## src/rtl/calPkg.sv

```systemverilog
package calPkg;
  localparam int TIME_W  = 32;
  localparam int YEAR_W  = 16;
  localparam int ADDR_W  = 6;
  localparam int SEC_LO  = 0;
  localparam int SEC_W   = 6;
  localparam int MIN_LO  = 6;
  localparam int MIN_W   = 6;
  localparam int HOUR_LO = 12;
  localparam int HOUR_W  = 5;
  localparam int WDAY_LO = 17;
  localparam int WDAY_W  = 3;
  localparam int MDAY_LO = 20;
  localparam int MDAY_W  = 5;
  localparam int MON_LO  = 25;
  localparam int MON_W   = 4;
  localparam int CW_BIT  = 26;

  localparam logic [ADDR_W-1:0] OFS_TIME_RD    = 6'h00;
  localparam logic [ADDR_W-1:0] OFS_TIME_MATCH = 6'h04;
  localparam logic [ADDR_W-1:0] OFS_TIME_LOAD  = 6'h08;
  localparam logic [ADDR_W-1:0] OFS_CTRL       = 6'h0C;
  localparam logic [ADDR_W-1:0] OFS_MASK       = 6'h10;
  localparam logic [ADDR_W-1:0] OFS_RAW        = 6'h14;
  localparam logic [ADDR_W-1:0] OFS_MASKED     = 6'h18;
  localparam logic [ADDR_W-1:0] OFS_CLEAR      = 6'h1C;
  localparam logic [ADDR_W-1:0] OFS_YEAR_RD    = 6'h30;
  localparam logic [ADDR_W-1:0] OFS_YEAR_MATCH = 6'h34;
  localparam logic [ADDR_W-1:0] OFS_YEAR_LOAD  = 6'h38;

  localparam logic [TIME_W-1:0] RESET_TIME = 32'h0212_0000;
  localparam logic [YEAR_W-1:0] RESET_YEAR = 16'h2000;

  typedef struct packed {
    logic wrTimeLoad;
    logic wrYearLoad;
    logic applyLoad;
    logic advance;
  } calStrobeT;

  function automatic logic [7:0] bcdToBin(input logic [7:0] b);
    return {4'd0, b[7:4]} * 8'd10 + {4'd0, b[3:0]};
  endfunction

  function automatic logic isLeap(input logic [15:0] y);
    logic [7:0] lo;
    logic [7:0] ce;
    lo = bcdToBin(y[7:0]);
    ce = bcdToBin(y[15:8]);
    return ((lo % 8'd4) == 8'd0) && ((lo != 8'd0) || ((ce % 8'd4) == 8'd0));
  endfunction

  function automatic logic [4:0] monthDays(input logic [3:0] mon, input logic leap);
    case (mon)
      4'd2:                     return leap ? 5'd29 : 5'd28;
      4'd4, 4'd6, 4'd9, 4'd11:  return 5'd30;
      default:                  return 5'd31;
    endcase
  endfunction

  function automatic logic [7:0] bcdInc(input logic [7:0] b);
    logic [7:0] r;
    if (b[3:0] >= 4'd9) begin
      if (b[7:4] >= 4'd9) r = 8'h00;
      else                r = {b[7:4] + 4'd1, 4'd0};
    end else begin
      r = {b[7:4], b[3:0] + 4'd1};
    end
    return r;
  endfunction
endpackage

```

## src/rtl/calDatapath.sv

```systemverilog
module calDatapath
  import calPkg::*;
(
  input  logic              clk,
  input  logic              rstN,
  input  calStrobeT         stb,
  input  logic [TIME_W-1:0] wrData,
  output logic [TIME_W-1:0] timeOut,
  output logic [YEAR_W-1:0] yearOut
);
  logic [TIME_W-1:0] timeQ, loadTimeQ, timeNext;
  logic [YEAR_W-1:0] yearQ, loadYearQ, yearNext;

  logic [SEC_W-1:0]  sec;
  logic [MIN_W-1:0]  min;
  logic [HOUR_W-1:0] hour;
  logic [WDAY_W-1:0] wday;
  logic [MDAY_W-1:0] mday;
  logic [MON_W-1:0]  mon;
  logic [4:0]        monLen;
  logic c1, c2, c3, c4, c5;

  assign sec    = timeQ[SEC_LO  +: SEC_W];
  assign min    = timeQ[MIN_LO  +: MIN_W];
  assign hour   = timeQ[HOUR_LO +: HOUR_W];
  assign wday   = timeQ[WDAY_LO +: WDAY_W];
  assign mday   = timeQ[MDAY_LO +: MDAY_W];
  assign mon    = timeQ[MON_LO  +: MON_W];
  assign monLen = monthDays(mon, isLeap(yearQ));

  // carry chain: each stage wraps only when all lower stages wrap
  assign c1 = sec  >= 6'd59;
  assign c2 = c1 && (min  >= 6'd59);
  assign c3 = c2 && (hour >= 5'd23);
  assign c4 = c3 && (mday >= monLen);
  assign c5 = c4 && (mon  >= 4'd12);

  always_comb begin
    timeNext = timeQ;
    timeNext[SEC_LO  +: SEC_W]  = c1 ? '0 : sec + 6'd1;
    timeNext[MIN_LO  +: MIN_W]  = c1 ? (c2 ? '0 : min + 6'd1) : min;
    timeNext[HOUR_LO +: HOUR_W] = c2 ? (c3 ? '0 : hour + 5'd1) : hour;
    timeNext[WDAY_LO +: WDAY_W] = c3 ? ((wday >= 3'd7) ? 3'd1 : wday + 3'd1) : wday;
    timeNext[MDAY_LO +: MDAY_W] = c3 ? (c4 ? 5'd1 : mday + 5'd1) : mday;
    timeNext[MON_LO  +: MON_W]  = c4 ? (c5 ? 4'd1 : mon + 4'd1) : mon;
    yearNext = yearQ;
    if (c5) begin
      yearNext[7:0]  = bcdInc(yearQ[7:0]);
      yearNext[15:8] = (yearQ[7:0] == 8'h99) ? bcdInc(yearQ[15:8]) : yearQ[15:8];
    end
  end

  always_ff @(posedge clk or negedge rstN) begin
    if (!rstN) begin
      timeQ     <= RESET_TIME;
      yearQ     <= RESET_YEAR;
      loadTimeQ <= RESET_TIME;
      loadYearQ <= RESET_YEAR;
    end else begin
      if (stb.wrTimeLoad) loadTimeQ <= wrData;
      if (stb.wrYearLoad) loadYearQ <= wrData[YEAR_W-1:0];
      if (stb.applyLoad) begin
        timeQ <= loadTimeQ;
        yearQ <= loadYearQ;
      end else if (stb.advance) begin
        timeQ <= timeNext;
        yearQ <= yearNext;
      end
    end
  end

  assign timeOut = timeQ;
  assign yearOut = yearQ;

  AST_TICK_MOVES_SECONDS: assert property (@(posedge clk) disable iff (!rstN)
    stb.advance |=> sec != $past(sec));
  AST_DAY_AND_WEEKDAY_TOGETHER: assert property (@(posedge clk) disable iff (!rstN)
    stb.advance |=> ((mday != $past(mday)) == (wday != $past(wday))));
  AST_IDLE_HOLDS: assert property (@(posedge clk) disable iff (!rstN)
    (!stb.advance && !stb.applyLoad) |=> ($stable(timeQ) && $stable(yearQ)));
  AST_LOAD_LANDS: assert property (@(posedge clk) disable iff (!rstN)
    stb.applyLoad |=> (timeQ == $past(loadTimeQ) && yearQ == $past(loadYearQ)));
endmodule

```

## src/rtl/calCtrl.sv

```systemverilog
module calCtrl
  import calPkg::*;
(
  input  logic              clk,
  input  logic              rstN,
  input  logic              tick,
  input  logic              regWrEn,
  input  logic [ADDR_W-1:0] regAddr,
  input  logic [TIME_W-1:0] regWrData,
  input  logic [TIME_W-1:0] timeNow,
  input  logic [YEAR_W-1:0] yearNow,
  output calStrobeT         stb,
  output logic              cwEn,
  output logic [TIME_W-1:0] matchTime,
  output logic [YEAR_W-1:0] matchYear,
  output logic              maskBit,
  output logic              rawBit,
  output logic              irq
);
  logic pendQ, hitPrevQ, hitNow, clrHit, loadWr;
  logic cwEnQ, maskQ, rawQ;
  logic [TIME_W-1:0] matchTimeQ;
  logic [YEAR_W-1:0] matchYearQ;

  always_comb begin
    stb            = '0;
    stb.wrTimeLoad = regWrEn && (regAddr == OFS_TIME_LOAD);
    stb.wrYearLoad = regWrEn && (regAddr == OFS_YEAR_LOAD);
    stb.applyLoad  = tick && pendQ;
    stb.advance    = tick && cwEnQ && !pendQ;
  end

  assign loadWr = stb.wrTimeLoad || stb.wrYearLoad;
  assign clrHit = regWrEn && (regAddr == OFS_CLEAR) && regWrData[0];
  assign hitNow = (timeNow == matchTimeQ) && (yearNow == matchYearQ);

  always_ff @(posedge clk or negedge rstN) begin
    if (!rstN) begin
      pendQ      <= 1'b0;
      hitPrevQ   <= 1'b0;
      cwEnQ      <= 1'b0;
      maskQ      <= 1'b0;
      rawQ       <= 1'b0;
      matchTimeQ <= '0;
      matchYearQ <= '0;
    end else begin
      if (loadWr)    pendQ <= 1'b1;
      else if (tick) pendQ <= 1'b0;
      hitPrevQ <= hitNow;
      if (hitNow && !hitPrevQ) rawQ <= 1'b1;
      else if (clrHit)         rawQ <= 1'b0;
      if (regWrEn) begin
        case (regAddr)
          OFS_CTRL:       cwEnQ      <= regWrData[CW_BIT];
          OFS_MASK:       maskQ      <= regWrData[0];
          OFS_TIME_MATCH: matchTimeQ <= regWrData;
          OFS_YEAR_MATCH: matchYearQ <= regWrData[YEAR_W-1:0];
          default: ;
        endcase
      end
    end
  end

  assign cwEn      = cwEnQ;
  assign matchTime = matchTimeQ;
  assign matchYear = matchYearQ;
  assign maskBit   = maskQ;
  assign rawBit    = rawQ;
  assign irq       = rawQ && maskQ;

  AST_ONE_ACTION: assert property (@(posedge clk) disable iff (!rstN)
    $onehot0({stb.advance, stb.applyLoad}));
  AST_HALT_NO_ADVANCE: assert property (@(posedge clk) disable iff (!rstN)
    !cwEnQ |-> !stb.advance);
  AST_MATCH_SETS_RAW: assert property (@(posedge clk) disable iff (!rstN)
    (hitNow && !hitPrevQ) |=> rawQ);
  AST_RAW_STICKY: assert property (@(posedge clk) disable iff (!rstN)
    (rawQ && !clrHit) |=> rawQ);
endmodule

```

## src/rtl/calWatch.sv

```systemverilog
module calWatch
  import calPkg::*;
(
  input  logic              clk,
  input  logic              rstN,
  input  logic              tick,
  input  logic              regWrEn,
  input  logic [ADDR_W-1:0] regAddr,
  input  logic [TIME_W-1:0] regWrData,
  output logic [TIME_W-1:0] regRdData,
  output logic [TIME_W-1:0] timeOut,
  output logic [YEAR_W-1:0] yearOut,
  output logic              irq
);
  calStrobeT         stb;
  logic              cwEn, maskBit, rawBit;
  logic [TIME_W-1:0] matchTime;
  logic [YEAR_W-1:0] matchYear;

  calCtrl uCtrl (
    .clk(clk), .rstN(rstN), .tick(tick), .regWrEn(regWrEn), .regAddr(regAddr),
    .regWrData(regWrData), .timeNow(timeOut), .yearNow(yearOut), .stb(stb),
    .cwEn(cwEn), .matchTime(matchTime), .matchYear(matchYear),
    .maskBit(maskBit), .rawBit(rawBit), .irq(irq)
  );

  calDatapath uData (
    .clk(clk), .rstN(rstN), .stb(stb), .wrData(regWrData),
    .timeOut(timeOut), .yearOut(yearOut)
  );

  always_comb begin
    case (regAddr)
      OFS_TIME_RD:    regRdData = timeOut;
      OFS_TIME_MATCH: regRdData = matchTime;
      OFS_CTRL:       regRdData = TIME_W'(cwEn) << CW_BIT;
      OFS_MASK:       regRdData = TIME_W'(maskBit);
      OFS_RAW:        regRdData = TIME_W'(rawBit);
      OFS_MASKED:     regRdData = TIME_W'(irq);
      OFS_YEAR_RD:    regRdData = TIME_W'(yearOut);
      OFS_YEAR_MATCH: regRdData = TIME_W'(matchYear);
      default:        regRdData = '0;
    endcase
  end
endmodule

```

## config.mk

```make
export PLATFORM = sky130hd
export DESIGN_NAME = calWatch
export DESIGN_NICKNAME = d
export VERILOG_FILES = /design/src/rtl/calPkg.sv /design/src/rtl/calDatapath.sv /design/src/rtl/calCtrl.sv /design/src/rtl/calWatch.sv
export SDC_FILE = /design/constraint.sdc
export NUM_CORES = 1
export LEC_CHECK = 0
export ABC_AREA = 1
export BUFFER_PORTS_ARGS = -buffer_cell sky130_fd_sc_hd__buf_2
export CAP_MARGIN = 15
export CELL_PAD_IN_SITES_DETAIL_PLACEMENT = 0
export CELL_PAD_IN_SITES_GLOBAL_PLACEMENT = 2
export CORE_ASPECT_RATIO = 0.8
export CORE_MARGIN = 4
export CORE_UTILIZATION = 34
export DETAILED_ROUTE_END_ITERATION = 10
export GPL_TIMING_DRIVEN = 0
export PLACE_DENSITY = 0.92
export SETUP_SLACK_MARGIN = 0.02
export SYNTH_ARGS = -nofsm -noshare
export SYNTH_HDL_FRONTEND = slang
export SYNTH_SLANG_ARGS = --single-unit
```

## constraint.sdc

```tcl
create_clock -name clk -period 3.9 [get_ports clk]
set_clock_uncertainty 0.15 [all_clocks]
set_input_delay 0.78 -clock clk [delete_from_list [all_inputs] [get_ports clk]]
set_output_delay 0.78 -clock clk [all_outputs]
set_load 0.005 [all_outputs]
```

# After elaboration in Yosys (flattened, before gate mapping)
# Index checks and enable logic that the tools add are counted.
totals:
  regBits: 149
  inputBits: 42
  output_inout_bits: 81
  elab_cells: 136
classes:
  addsub: 12
  mul: 2
  magnitude_cmp: 10
  eq_ne: 18
  mux: 28
  n_reduce_logical: 47
ops:
  columns: ["op", "count"]
  rows:
  - ["$pmux W32 S8", 1]
  - ["$mux W16", 3]
  - ["$mux W8", 5]
  - ["$eq A32 B32 Y1", 1]
  - ["$mux W32", 1]
  - ["$mux W29", 1]
  - ["$eq A6 B5 Y1 const B", 4]
  - ["$reduce_bool A2 Y1", 11]
  - ["$add A4 B1 Y4 const B", 5]
  - ["$ge A4 B4 Y1 const B", 5]
  - ["$mux W5", 4]
  - ["$eq A6 B6 Y1 const B", 3]
  - ["$mux W6", 3]
  - ["$reduce_and A2 Y1", 9]
  - ["$eq A16 B16 Y1", 1]
  - ["$logic_not A8 Y1", 2]
  - ["$logic_and A1 B1 Y1", 15]
  - ["$add A6 B1 Y6 const B", 2]
  - ["$eq A6 B4 Y1 const B", 2]
  - ["$ge A6 B6 Y1 const B", 2]
  - ["$add A5 B1 Y5 const B", 2]
  - ["$pmux W5 S2", 1]
  - ["$add A8 B4 Y8", 1]
  - ["$eq A4 B3 Y1 const B", 2]
  - ["other kinds (21)", 31]

# Depth between registers and ports, before layout
# Gate-level depths: netlist of run 1.
logic_depth:
  word_depth: 14
  mapped_depth: 22
  mapped_depth_nobuf: 21

# Cells and area by module
# From an unflattened synthesis of run 1, not the netlist that was laid out.
hier_totals:
  hier_cells: 1236
  hier_area_um2: 9187.6
modules_own_cells:
  columns: ["mod", "n_inst", "cells_each", "area_per_inst_um2", "seq_area_each_um2"]
  rows:
  - ["calDatapath", 1, 598, 5308.8, 2412.3]
  - ["calCtrl", 1, 420, 2964.1, 1326.3]
  - ["calWatch", 1, 218, 914.6, 0.0]

# Worst setup path after synthesis of run 1
# OpenSTA, ideal clock, no wires.
synth_path:
  kind: "reg-to-reg"
  from: "register uData.yearQ[5], in the netlist uData.yearOut[5]"
  to: "register uData.yearQ[4], in the netlist uData.yearOut[4]"
  setup_time_ns: 0.118
  arrival_ns: 3.000
  required_time_ns: 3.632
  path_slack_ns: 0.632
  stages_incl_launch_ff: 20
  n_path_buf: 1
  period_less_slack_ns: 3.268
  cell_sequence: "dfrtp_1 -> ha_1 -> ha_1 -> fa_1 -> o21bai_1 -> nand3_1 -> nor2_1 -> nand3_1 -> nand2_1 -> a21oi_1 -> ha_1 -> inv_1 -> nand2_1 -> nand2_1 -> a21oi_2 -> or2_1 -> buf_2 -> nand4_1 -> nand2_1 -> nand2_1"
synth_via:
  elab_chain_len: 12
  word_cells_on_any_way: 18
  classes_between: "1 x add/sub; 1 x mul; 2 x order compare; 7 x mux; 7 x reduce/logical"
synth_lines:
  columns: ["item", "line", "rtl"]
  rows:
  - ["start: declaration", "calDatapath.sv:12", "logic [YEAR_W-1:0] yearQ, loadYearQ, yearNext;"]
  - ["start signal: assignment", "calDatapath.sv:64", "yearQ <= loadYearQ;"]
  - ["start signal: assignment", "calDatapath.sv:67", "yearQ <= yearNext;"]
  - ["$mul A4 B3 Y7", "calPkg.sv:42", "return {4'd0, b[7:4]} * 8'd10 + {4'd0, b[3:0]};"]
  - ["$add A8 B4 Y8", "calPkg.sv:42", null]
  - ["$reduce_bool A8 Y1", "calPkg.sv:50", "return ((lo % 8'd4) == 8'd0) && ((lo != 8'd0) || ((ce % 8'd4) == 8'd0));"]
  - ["$logic_or A1 B1 Y1", "calPkg.sv:50", null]
  - ["$logic_and A1 B1 Y1", "calPkg.sv:50", null]
  - ["$mux W1", "calPkg.sv:55", "4'd2: return leap ? 5'd29 : 5'd28;"]
  - ["$pmux W5 S2", "calPkg.sv:54", "case (mon)"]
  - ["$ge A5 B5 Y1", "calDatapath.sv:35", "assign c4 = c3 && (mday >= monLen);"]
  - ["$logic_and A1 B1 Y1", "calDatapath.sv:35", null]
  - ["$logic_and A1 B1 Y1", "calDatapath.sv:36", "assign c5 = c4 && (mon >= 4'd12);"]
  - ["$reduce_bool A2 Y1 (no line)", null, null]
  - ["$reduce_and A3 Y1 (no line)", null, null]
# Parallel ways exist; a longest one is shown, timed or not. The select of a mux whose other input is x is not followed.
# A chain may end at the register's enable or synchronous reset.

# Final worst setup path of run 1
layout_path:
  from: "register uData.yearQ[5], in the netlist uData.yearOut[5]"
  to: "register uData.yearQ[7], in the netlist uData.yearOut[7]"
# The elaborated chain is that of the path after synthesis.

==> Flow_metrics.wiki, run 1 <==
{| class="wikitable"
! Metric !! Value
|-
| Final number of hold-violating endpoints || 0
|-
| Synth top area cells || dfrtp_1 (41%), nand2_1 (13%), o21ai_0 (5.3%)
|-
| DRC viols || 0
|-
| Utilization after layout || between 40 and 50%
|-
| Antenna violations before repair || 0
|-
| Number of synthesized flops with an enable pin || 0
|-
| Cell Count Post-Placement || 1,534
|-
| Classification of the worst setup path || reg2reg
|-
| Required time of the critical path || 4.07 ns
|-
| Transition time at the pin with the least slew margin || around 0.83 ns
|-
| Filler instances || roughly 2.6k
|-
| Worst Setup Start Kind || flop
|-
| Clk_lat worst skew || 0.43 ns
|-
| Status || finished clean
|-
| Net count reported at finish || between 1k and 1.5k
|-
| Post-synthesis to final-layout area growth || 20.6%
|-
| Maximum clock frequency || 273 MHz
|-
| Final Critical Period || 3.67 ns
|-
| Setup-violating endpoint count in the final report || 0
|-
| Critical path peak fanout || 7
|-
| Count of routing violations after the opening detailed-route iteration || between 800 and 900
|-
| Top flip-flop cell by instance count after synthesis || dfrtp_1
|-
| Ratio of routed vias to standard cells || 5.13
|-
| Avg Inst Size Synth || approximately 8 um2
|-
| Last weighted congestion value of the routability-driven placer || 0.896
|-
| Final clock period utilization by the worst path || 94.0%
|-
| Total standard cell area after synthesis || 8650 um2
|-
| Die height || about 150 um
|-
| Clock net sink count || 149
|-
| Max IR drop VDD || 0.258 mV
|-
| Fraction of synthesis flops using an asynchronous set or reset pin || 100%
|-
| Number of register bits inferred by synthesis || roughly 150
|-
| Ports placed on the boundary || approximately 120
|-
| Residual overflow from global routing || 0
|-
| Synth warn || 0
|-
| Length of the first detailed-routing pass in iterations || 6
|-
| Total vias in the final route || 8,096
|-
| Final std cell area, no fill || 10,400 um2
|-
| Per-cell routed wire length || 19.9 um
|-
| Total number of placement rows || 51
|-
| Worst-case headroom to the max-slew limit || between 40% and 50%
|-
| Count of pins over their slew limit || 0
|-
| Largest area contributor in the netlist || dfrtp_1
|-
| Starting density of the core || 35.0%
|-
| Most frequently used cell type in the post-synthesis netlist || nand2_1
|-
| Die area || about 28,000 um2
|-
| Area post-placement || around 9700 um2
|-
| Post-synthesis cell count || 1,093
|-
| Worst min-delay path class || in2async
|-
| # diodes || 0
|-
| Non-filler instance count after layout || 1,578
|-
| Setup TNS Final || 0 ns
|-
| # port buffers || 122
|-
| Maximum number of pins on one net before global-route repair || 86
|-
| Area of the placeable core || 24,700 um2
|-
| Clock tree from TritonCTS || yes
|-
| Setup repair after global routing missed its margin || false
|-
| Detailed-placement wirelength estimate || ~23,000 um
|-
| Top-area cell type share of the netlist area || between 40% and 50%
|-
| Via count of the first global-routing pass || around 7.5k
|-
| Total power divided by cell area || 402 nW/um2
|-
| Share of final-layout standard cells stronger than drive strength 1 || 20.0%
|-
| Number of nets with antenna violations after detailed routing || 0
|-
| First-pass GRT wire length || 46,800 um
|-
| Post-synthesis net count || 1,168
|-
| Leakage power || 5.24 nW
|-
| Clk Tree Root Cell || clkbuf_16
|-
| Arrival time at the worst endpoint || between 3 and 4 ns
|-
| Synth cell types || 45
|-
| Maximum number of buffers from clock root to sink || 2
|-
| Total power || 4.19 mW
|-
| H-Tree Depth || 4
|-
| Setup crit end kind || flop
|-
| Clk pin slew, worst setup/hold paths || roughly 0.07 ns
|-
| Wirelength, routed || around 31,000 um
|-
| TritonCTS Buffers || 17
|-
| Sequential cell area fraction in the yosys report || about 43%
|-
| Max-cap violations || 0
|-
| X dimension of the die || 186 um
|-
| Global-route usage over all layers || 22.0%
|-
| List of most frequent post-synthesis cells || nand2_1 (308), dfrtp_1 (141), inv_1 (111), o21ai_0 (92), nor2_1 (63)
|}
-- critical path, stage by stage, from the launching register on --
cell and delay (ns):
dfrtp_2 0.48, ha_4 0.29, ha_2 0.19, fa_2 0.47
o21bai_1 0.16, nand3_1 0.09, nor2_1 0.11, nand3_1 0.09
nand2_2 0.11, a21oi_1 0.11, ha_1 0.29, inv_1 0.04
nand2_1 0.05, nand2_1 0.08, a21oi_4 0.20, or2_1 0.14
buf_6 0.15, nand4_1 0.10, buf_4 0.18, nand2_1 0.05
nand2_1 0.05
-- final timing paths --
path / start / to / slack [ns] / cells after the start
max: uData.yearOut[5] / uData.yearOut[7] / 0.23 / 20
min: rstN / uData.loadYearQ[10] / 0.13 / 1
max reg2reg: uData.yearOut[5] / uData.yearOut[7] / 0.23 / 20
min reg2reg: uData.loadTimeQ[29] / uData.timeOut[29] / 0.31 / 2
max in group asynchronous: rstN / uData.timeOut[25] / 2.59 / 2
min in group clk: uData.loadTimeQ[29] / uData.timeOut[29] / 0.31 / 2
-- logic make-up (layout without fill, tap and decap cells) --
kind of cell    Yosys count  after routing  share of synthesized area [%]
fa+ha+maj                33             33                           4.95
compound gates          223            223                           15.1
simple gates            463            463                           22.8
xor+xnor                 56             56                           5.67
flops                   149            149                           43.2
buf+inv                 169            336                           8.22
-- per-stage QoR --
step	worst slack, ns	hold WS, ns
after floorplan	0.632	0.292
after global placement	-0.554	0.304
after detailed placement	-0.144	0.303
after CTS	0.0324	0.159
after global routing	0.0130	0.173
final	0.233	0.132
-- where the power goes --
part           switching [mW]  leakage [nW]  internal [mW]
sequential              0.168          1.92           1.73
combinational           0.386          3.04          0.254
clock                   0.687         0.280          0.972
-- registers in the layout (all words and copies together), names as in the netlist --
register,flops
uCtrl.matchTime,32
uData.loadTimeQ,32
uData.timeOut,32
uCtrl.matchYear,16
uData.loadYearQ,16
uData.yearOut,16
uCtrl.cwEn,1
uCtrl.hitPrevQ,1
uCtrl.maskBit,1
uCtrl.pendQ,1
uCtrl.rawBit,1
-- cell usage in the layout (no fill, tap or decap), types with 7 or more instances in the layout --
cell type  synthesis  routed
nand2_1          308     306
xnor2_1           41      41
ha_1              31      29
a21oi_1           26      26
nand2_2            5       7
a22o_1             7       7
nand3_1           46      46
buf_4              6      17
inv_2              7       7
dfstp_2            8       8
a22oi_1           31      31
o22ai_1            7       7
dfrtp_1          141     139
o21ai_0           92      92
o211ai_1           7       7
nand4_1           22      22
buf_2             27     147
xor2_1            15      15
o21ai_1           37      37
nor2_1            63      62
clkbuf_16          0      17
clkbuf_1          11      14
inv_1            111     111
-- area by class of cell --
| class | instances | area (um2) | share of cell area, % |
|---|---|---|---|
| inverter | 120 | 452 | 4.33 |
| timing repair buffer | 135 | 751 | 7.20 |
| clock buffer | 22 | 464 | 4.45 |
| buffer | 49 | 265 | 2.54 |
| clock inverter | 10 | 109 | 1.04 |
| multi-input combinational | 775 | 4250 | 40.7 |
| sequential | 149 | 3740 | 35.9 |
| tap | 318 | 398 | 3.82 |
-- metal layers --
| layer | vias to the layer above | track usage [%] | wire length [um] |
|---|---|---|---|
| met5 | - | 0 | 0 |
| met4 | 0 | 5.73 | 517 |
| met3 | 26 | 4.27 | 2110 |
| met2 | 292 | 31.2 | 12900 |
| met1 | 3896 | 34.2 | 15800 |
| li1 | 3882 | - | - |
-- timing repair --
action | 4_1_cts | 5_1_grt
pin swaps | 1 | 6
endpoints found under the setup margin | 24 | 25
resized for setup | 4 | 9
hold buffers | 0 | 0
buffers inserted | 1 | 11
(Power assumes the default switching activity.)
==> run 2, diff against run 1 <==
--- a/config.mk
+++ b/config.mk
@@ -16,6 +16,7 @@
 export DETAILED_ROUTE_END_ITERATION = 10
 export GPL_TIMING_DRIVEN = 0
 export PLACE_DENSITY = 0.92
+export REMOVE_ABC_BUFFERS = 1
 export SETUP_SLACK_MARGIN = 0.02
 export SYNTH_ARGS = -nofsm -noshare
 export SYNTH_HDL_FRONTEND = slang
==> run 2 against run 1 <==
Net effect:
- sequential share of layout area grew 0.75 points
- final cell count shrank 2.9%
- via count shrank 4.2%
- final area shrank 2.0%
- power is essentially flat
- sequential power is essentially flat
- utilization shrank 0.84 points
- global-route usage shrank 1.5 points
- count of clock-buffer cells in the layout shrank 2
- die area is the same
- routed wire length shrank 9.1%
- highest routed layer is now met5
==> Flow_metrics.wiki, run 2 (synthesized netlist as in run 1, its figures left out) <==
{| class="wikitable"
! Metric !! Value
|-
| Area of the placeable core || 24,700 um2
|-
| Final std cell area, no fill || between 10,000 and 15,000 um2
|-
| Ports placed on the boundary || 123
|-
| Total power || 4.20 mW
|-
| Leakage power || 5.11 nW
|-
| Worst-case headroom to the max-slew limit || between 20% and 30%
|-
| Utilization after layout || 41.4%
|-
| Detailed-placement wirelength estimate || 19,800 um
|-
| Post-synthesis to final-layout area growth || 18.2%
|-
| X dimension of the die || roughly 190 um
|-
| DRC viols || 0
|-
| TritonCTS Buffers || 17
|-
| Final Critical Period || 3.73 ns
|-
| Max-cap violations || 0
|-
| Arrival time at the worst endpoint || 3.90 ns
|-
| Global-route usage over all layers || 20.5%
|-
| Share of total power in sequential cells || between 40% and 50%
|-
| Ratio of routed vias to standard cells || 5.06
|-
| Via count of the first global-routing pass || 7,404
|-
| Final number of hold-violating endpoints || 0
|-
| Antenna violations before repair || 1
|-
| First-pass GRT wire length || 44,300 um
|-
| Setup-violating endpoint count in the final report || 0
|-
| Post-placement worst setup slack || -0.218 ns
|-
| End of the worst register-to-register path || uData.yearOut[5]
|-
| Number of nets with antenna violations after detailed routing || 0
|-
| Die height || 151 um
|-
| Final clock period utilization by the worst path || a little over nine tenths
|-
| Per-cell routed wire length || 18.6 um
|-
| Fraction of power spent switching nets || 29.8%
|-
| Worst min-delay path class || in2async
|-
| R2r setup slk || 0.22 ns
|-
| Total number of placement rows || 51
|-
| Wirelength, routed || 28,500 um
|-
| Last weighted congestion value of the routability-driven placer || 0.836
|-
| Number of buffers inserted for hold repair after clock tree synthesis || 0
|-
| Die area || 28,100 um2
|-
| Clk_lat worst skew || 0.44 ns
|-
| # port buffers || 122
|-
| Origin of the worst setup path || tick
|-
| Commonest cells after routing, fill and taps aside || nand2_1 (304), dfrtp_1 (137), buf_2 (121)
|-
| Most common cell after layout, fill and taps aside || nand2_1
|-
| Required time of the critical path || between 4 and 5 ns
|-
| Residual overflow from global routing || 0
|-
| Worst-case setup margin in the final layout || 0.173 ns
|-
| Worst Setup Start Kind || primary input
|-
| Non-filler instance count after layout || 1,533
|-
| Cell Count Post-Placement || 1,486
|-
| Filler instances || approximately 2.6k
|-
| Number of cell instances on the worst register-to-register path || 18
|-
| Net count reported at finish || ~1.3k
|-
| # diodes || 0
|-
| Length of the first detailed-routing pass in iterations || 5
|-
| Total power divided by cell area || 411 nW/um2
|-
| Maximum number of pins on one net before global-route repair || 117
|-
| Count of pins over their slew limit || 0
|-
| Total vias in the final route || between 7k and 8k
|-
| Maximum number of buffers from clock root to sink || 2
|-
| Part of the power in combinational logic || 14.7%
|-
| Area post-placement || about 9500 um2
|-
| Internal power || 2.95 mW
|-
| Critical path peak fanout || 40
|-
| Count of routing violations after the opening detailed-route iteration || 637
|-
| Worst hold-check slack || a little under 0.06 ns
|-
| H-Tree Depth || 4
|-
| Termination of the worst setup path || uData.yearOut[5]
|-
| Setup TNS Final || 0 ns
|-
| Starting density of the core || 35.0%
|-
| Clock tree from TritonCTS || yes
|-
| Share of power burned in the clock network || 39.9%
|-
| Source of the worst register-to-register timing path || uData.yearOut[5]
|-
| Clk Tree Root Cell || clkbuf_16
|-
| Setup crit end kind || flop
|-
| Share of final-layout standard cells stronger than drive strength 1 || a little under a fifth
|-
| Classification of the worst setup path || in2reg
|-
| Status || finished clean
|-
| Switching power total || 1.25 mW
|-
| Max IR drop VDD || approximately 0.31 mV
|-
| Transition time at the pin with the least slew margin || ~1.1 ns
|-
| Clk pin slew, worst setup/hold paths || 0.07 ns
|-
| Maximum clock frequency || 268 MHz
|-
| Clock net sink count || approximately 150
|}
## run 2: worst min path at each step
stage | endpoint | slack, ns | depth (start not counted)
global placement | uData.timeOut[31] | 0.30 | 2
CTS | uCtrl.matchTime[14] | 0.06 | 1
global route | uCtrl.matchTime[12] | 0.07 | 1
floorplan | uData.timeOut[29] | 0.29 | 2
detailed placement | uData.timeOut[30] | 0.31 | 2
finish | uData.yearOut[12] | 0.06 | 1
## run 2: layout make-up
| type | instances | area [um2] | area share, % |
|---|---|---|---|
| Inverter | 120 | 454 | 4.44 |
| Tap cell | 318 | 398 | 3.89 |
| Clock inverter | 12 | 130 | 1.27 |
| Multi-Input combinational cell | 776 | 4250 | 41.6 |
| Sequential cell | 149 | 3740 | 36.6 |
| Timing Repair Buffer | 138 | 786 | 7.69 |
| Clock buffer | 20 | 457 | 4.47 |
## run 2: repair_timing
action | in CTS | in global routing
gates cloned | 0 | 1
gates resized for setup | 6 | 8
setup buffers | 0 | 14
pin swaps | 0 | 4
setup endpoints to repair | 27 | 25
## run 2: power groups by stage
stage / clock network, mW / registers [mW] / logic (mW)
after floorplan: 0 / 1.89 / 0.368
after global placement: 0 / 1.93 / 0.596
after detailed placement: 0 / 1.93 / 0.610
after CTS: 1.69 / 1.90 / 0.615
after global routing: 1.76 / 1.93 / 0.705
final: 1.67 / 1.91 / 0.617
## run 2: metal layers
| layer | GRT usage (%) | vias to the layer above | part of all wire, % |
|---|---|---|---|
| li1 | - | 3785 | - |
| met1 | 31.0 | 3641 | 50 |
| met2 | 30.3 | 295 | 42 |
| met3 | 3.99 | 32 | 7.2 |
| met4 | 4.84 | 2 | 1.5 |
| met5 | 0 | - | 0.028 |
## run 2: critical path, cell delays in order
cell	delay (ns)
buf_2	0.16
nand2_2	0.61
inv_2	0.99
a21oi_1	0.24
nor2_4	0.48
nand4_1	0.34
nand2_1	0.15
nand2_1	0.06
==> run 3, diff against run 2 <==
--- a/config.mk
+++ b/config.mk
@@ -12,10 +12,11 @@
 export CELL_PAD_IN_SITES_GLOBAL_PLACEMENT = 2
 export CORE_ASPECT_RATIO = 0.8
 export CORE_MARGIN = 4
-export CORE_UTILIZATION = 34
+export CORE_UTILIZATION = 35
+export CTS_BUF_LIST = sky130_fd_sc_hd__clkbuf_8
 export DETAILED_ROUTE_END_ITERATION = 10
 export GPL_TIMING_DRIVEN = 0
-export PLACE_DENSITY = 0.92
+export PLACE_DENSITY = 0.94
 export REMOVE_ABC_BUFFERS = 1
 export SETUP_SLACK_MARGIN = 0.02
 export SYNTH_ARGS = -nofsm -noshare
==> run 3 against run 2 <==
Net effect:
- non-clock buffer count is 3 lower
- setup slack gained 0.090 ns
- power fell by 5.0%
- flip-flop and latch count unchanged
- register-to-register slack gained 0.04 ns
- fmax grew 2.5%
- critical path depth up 10
- final area down 1.5%
- utilization barely moved
- sequential power about the same
- count of clock-buffer cells in the layout shrank 1
- highest routed layer unchanged
==> Flow_metrics.wiki, run 3 (synthesized netlist as in run 1, its figures left out) <==
{| class="wikitable"
! Metric !! Value
|-
| TritonCTS Buffers || 17
|-
| DRC viols || 0
|-
| Cell Count Post-Placement || 1,486
|-
| Classification of the worst setup path || reg2reg
|-
| First-pass GRT wire length || 43,600 um
|-
| Post-placement worst setup slack || -0.175 ns
|-
| Clk pin slew, worst setup/hold paths || about 0.090 ns
|-
| Maximum number of pins on one net before global-route repair || 78
|-
| Via count of the first global-routing pass || 7,451
|-
| Status || finished clean
|-
| Length of the first detailed-routing pass in iterations || 4
|-
| Detailed-placement wirelength estimate || 19,500 um
|-
| Total power || approximately 4.0 mW
|-
| Share of total power in sequential cells || 47.8%
|-
| Area of the placeable core || 24,300 um2
|-
| Setup-violating endpoint count in the final report || 0
|-
| Wirelength, routed || 27,800 um
|-
| Clock net sink count || 149
|-
| Total power divided by cell area || 396 nW/um2
|-
| Worst-case headroom to the max-slew limit || 31.7%
|-
| Required time of the critical path || 4.10 ns
|-
| Ports placed on the boundary || 123
|-
| Die height || 149 um
|-
| Internal power || about 2.8 mW
|-
| Number of buffers inserted for hold repair after clock tree synthesis || 0
|-
| Switching power total || 1.17 mW
|-
| Final number of hold-violating endpoints || 0
|-
| Die area || 27,300 um2
|-
| Post-synthesis to final-layout area growth || 16.4%
|-
| Most common cell after layout, fill and taps aside || nand2_1
|-
| Fraction of power spent switching nets || 29.4%
|-
| Setup repair after global routing missed its margin || false
|-
| Setup crit end kind || flop
|-
| Part of the power in combinational logic || 15.3%
|-
| Clk Tree Root Cell || clkbuf_8
|-
| Total number of placement rows || 51
|-
| Worst min-delay path class || in2async
|-
| R2r setup slk || 0.26 ns
|-
| Arrival time at the worst endpoint || 3.84 ns
|-
| Number of nets with antenna violations after detailed routing || 0
|-
| Transition time at the pin with the least slew margin || a little over 1 ns
|-
| Worst-case setup margin in the final layout || 0.262 ns
|-
| Worst Setup Start Kind || flop
|-
| Maximum number of buffers from clock root to sink || 2
|-
| Per-cell routed wire length || 18.1 um
|-
| Share of power burned in the clock network || a little under two fifths
|-
| Leakage power || slightly above 5 nW
|-
| X dimension of the die || 184 um
|-
| Clk_lat worst skew || around 0.46 ns
|-
| Global-route usage over all layers || 20.6%
|-
| Net count reported at finish || 1,273
|-
| Antenna violations before repair || 1
|-
| Final std cell area, no fill || approximately 10,000 um2
|-
| Maximum clock frequency || 275 MHz
|-
| Count of routing violations after the opening detailed-route iteration || approximately 580
|-
| Final Critical Period || roughly 3.6 ns
|-
| Share of final-layout standard cells stronger than drive strength 1 || 17.8%
|-
| Filler instances || around 2.5k
|-
| Max-cap violations || 0
|-
| Final clock period utilization by the worst path || 93.3%
|-
| Non-filler instance count after layout || 1,530
|-
| Count of pins over their slew limit || 0
|-
| Total vias in the final route || 7,768
|-
| Last weighted congestion value of the routability-driven placer || 0.849
|-
| H-Tree Depth || 4
|-
| Area post-placement || 9460 um2
|-
| Critical path peak fanout || 6
|-
| Starting density of the core || between 30% and 40%
|-
| Ratio of routed vias to standard cells || 5.08
|-
| Max IR drop VDD || ~0.26 mV
|-
| Commonest cells after routing, fill and taps aside || nand2_1 (304), dfrtp_1 (137), buf_2 (121)
|-
| Clock tree from TritonCTS || yes
|-
| # port buffers || 122
|-
| Residual overflow from global routing || 0
|}
run 3: cell types whose count changed in the layout (fill, tap and decap cells not counted), sizes merged, moves of 4 or more:
cell    before  now
bufinv       2    6
clkinv      10    4
buf        138  134
inv        118  122
run 3: final timing paths:
kind	startpoint	cells after the start	end
setup / recovery	uData.yearOut[5]	18	uData.yearOut[4]
hold / removal	rstN	1	uData.loadYearQ[12]
setup reg to reg	uData.yearOut[5]	18	uData.yearOut[4]
hold reg to reg	uData.loadTimeQ[30]	2	uData.timeOut[30]
max in group asynchronous	rstN	2	uData.yearOut[4]
min in group clk	uData.loadTimeQ[30]	2	uData.timeOut[30]
run 3: cell type report:
cell class,instances,area (um2),share of cell area [%]
Multi-Input combinational cell,775,4240,42.1
Clock buffer,19,262,2.60
Clock inverter,13,213,2.11
Tap cell,318,398,3.95
Inverter,120,454,4.51
Antenna cell,1,2.50,0.0249
Sequential cell,149,3740,37.2
Timing Repair Buffer,135,756,7.51
run 3: power groups by stage:
stage	registers (mW)	logic, mW	clock network (mW)
floorplan	1.89	0.368	0
global placement	1.93	0.589	0
detailed placement	1.93	0.604	0
CTS	1.90	0.609	1.49
global route	1.93	0.704	1.56
finish	1.91	0.611	1.47
run 3: per-layer routing:
layer	routed length, um	global-route usage (%)
met5	7	0
met4	365	4.14
met3	1740	4.82
met2	11800	30.4
met1	13800	31.1
run 3: what timing repair did:
action,4_1_cts,5_1_grt
buffers inserted,0,11
pin swaps,0,2
endpoints found under the setup margin,23,30
gates resized for setup,6,7
cloned,0,0
run 3: critical path, cell delays in order, from the launching register on:
cell and delay (ns):
dfrtp_2 0.44, ha_1 0.30, ha_1 0.23, fa_2 0.45, o21bai_1 0.15, nand3_1 0.09
nor2_1 0.11, nand3_1 0.09, nand2_2 0.13, a21oi_1 0.08, ha_1 0.27, inv_1 0.03
nand2_1 0.04, nand2_1 0.08, a21oi_4 0.22, or2_4 0.22, nand4_1 0.22, nand2_1 0.15
nand2_1 0.06
run 3: metrics by stage:
step                setup TNS, ns  util, %  hold slack (ns)
global placement           -81.66     38.7            0.303
CTS                             0     41.0            0.152
detailed placement          -2.41     38.9            0.306
global route                    0     41.4            0.147
finish                          0     41.4            0.121
floorplan                       0        -            0.292
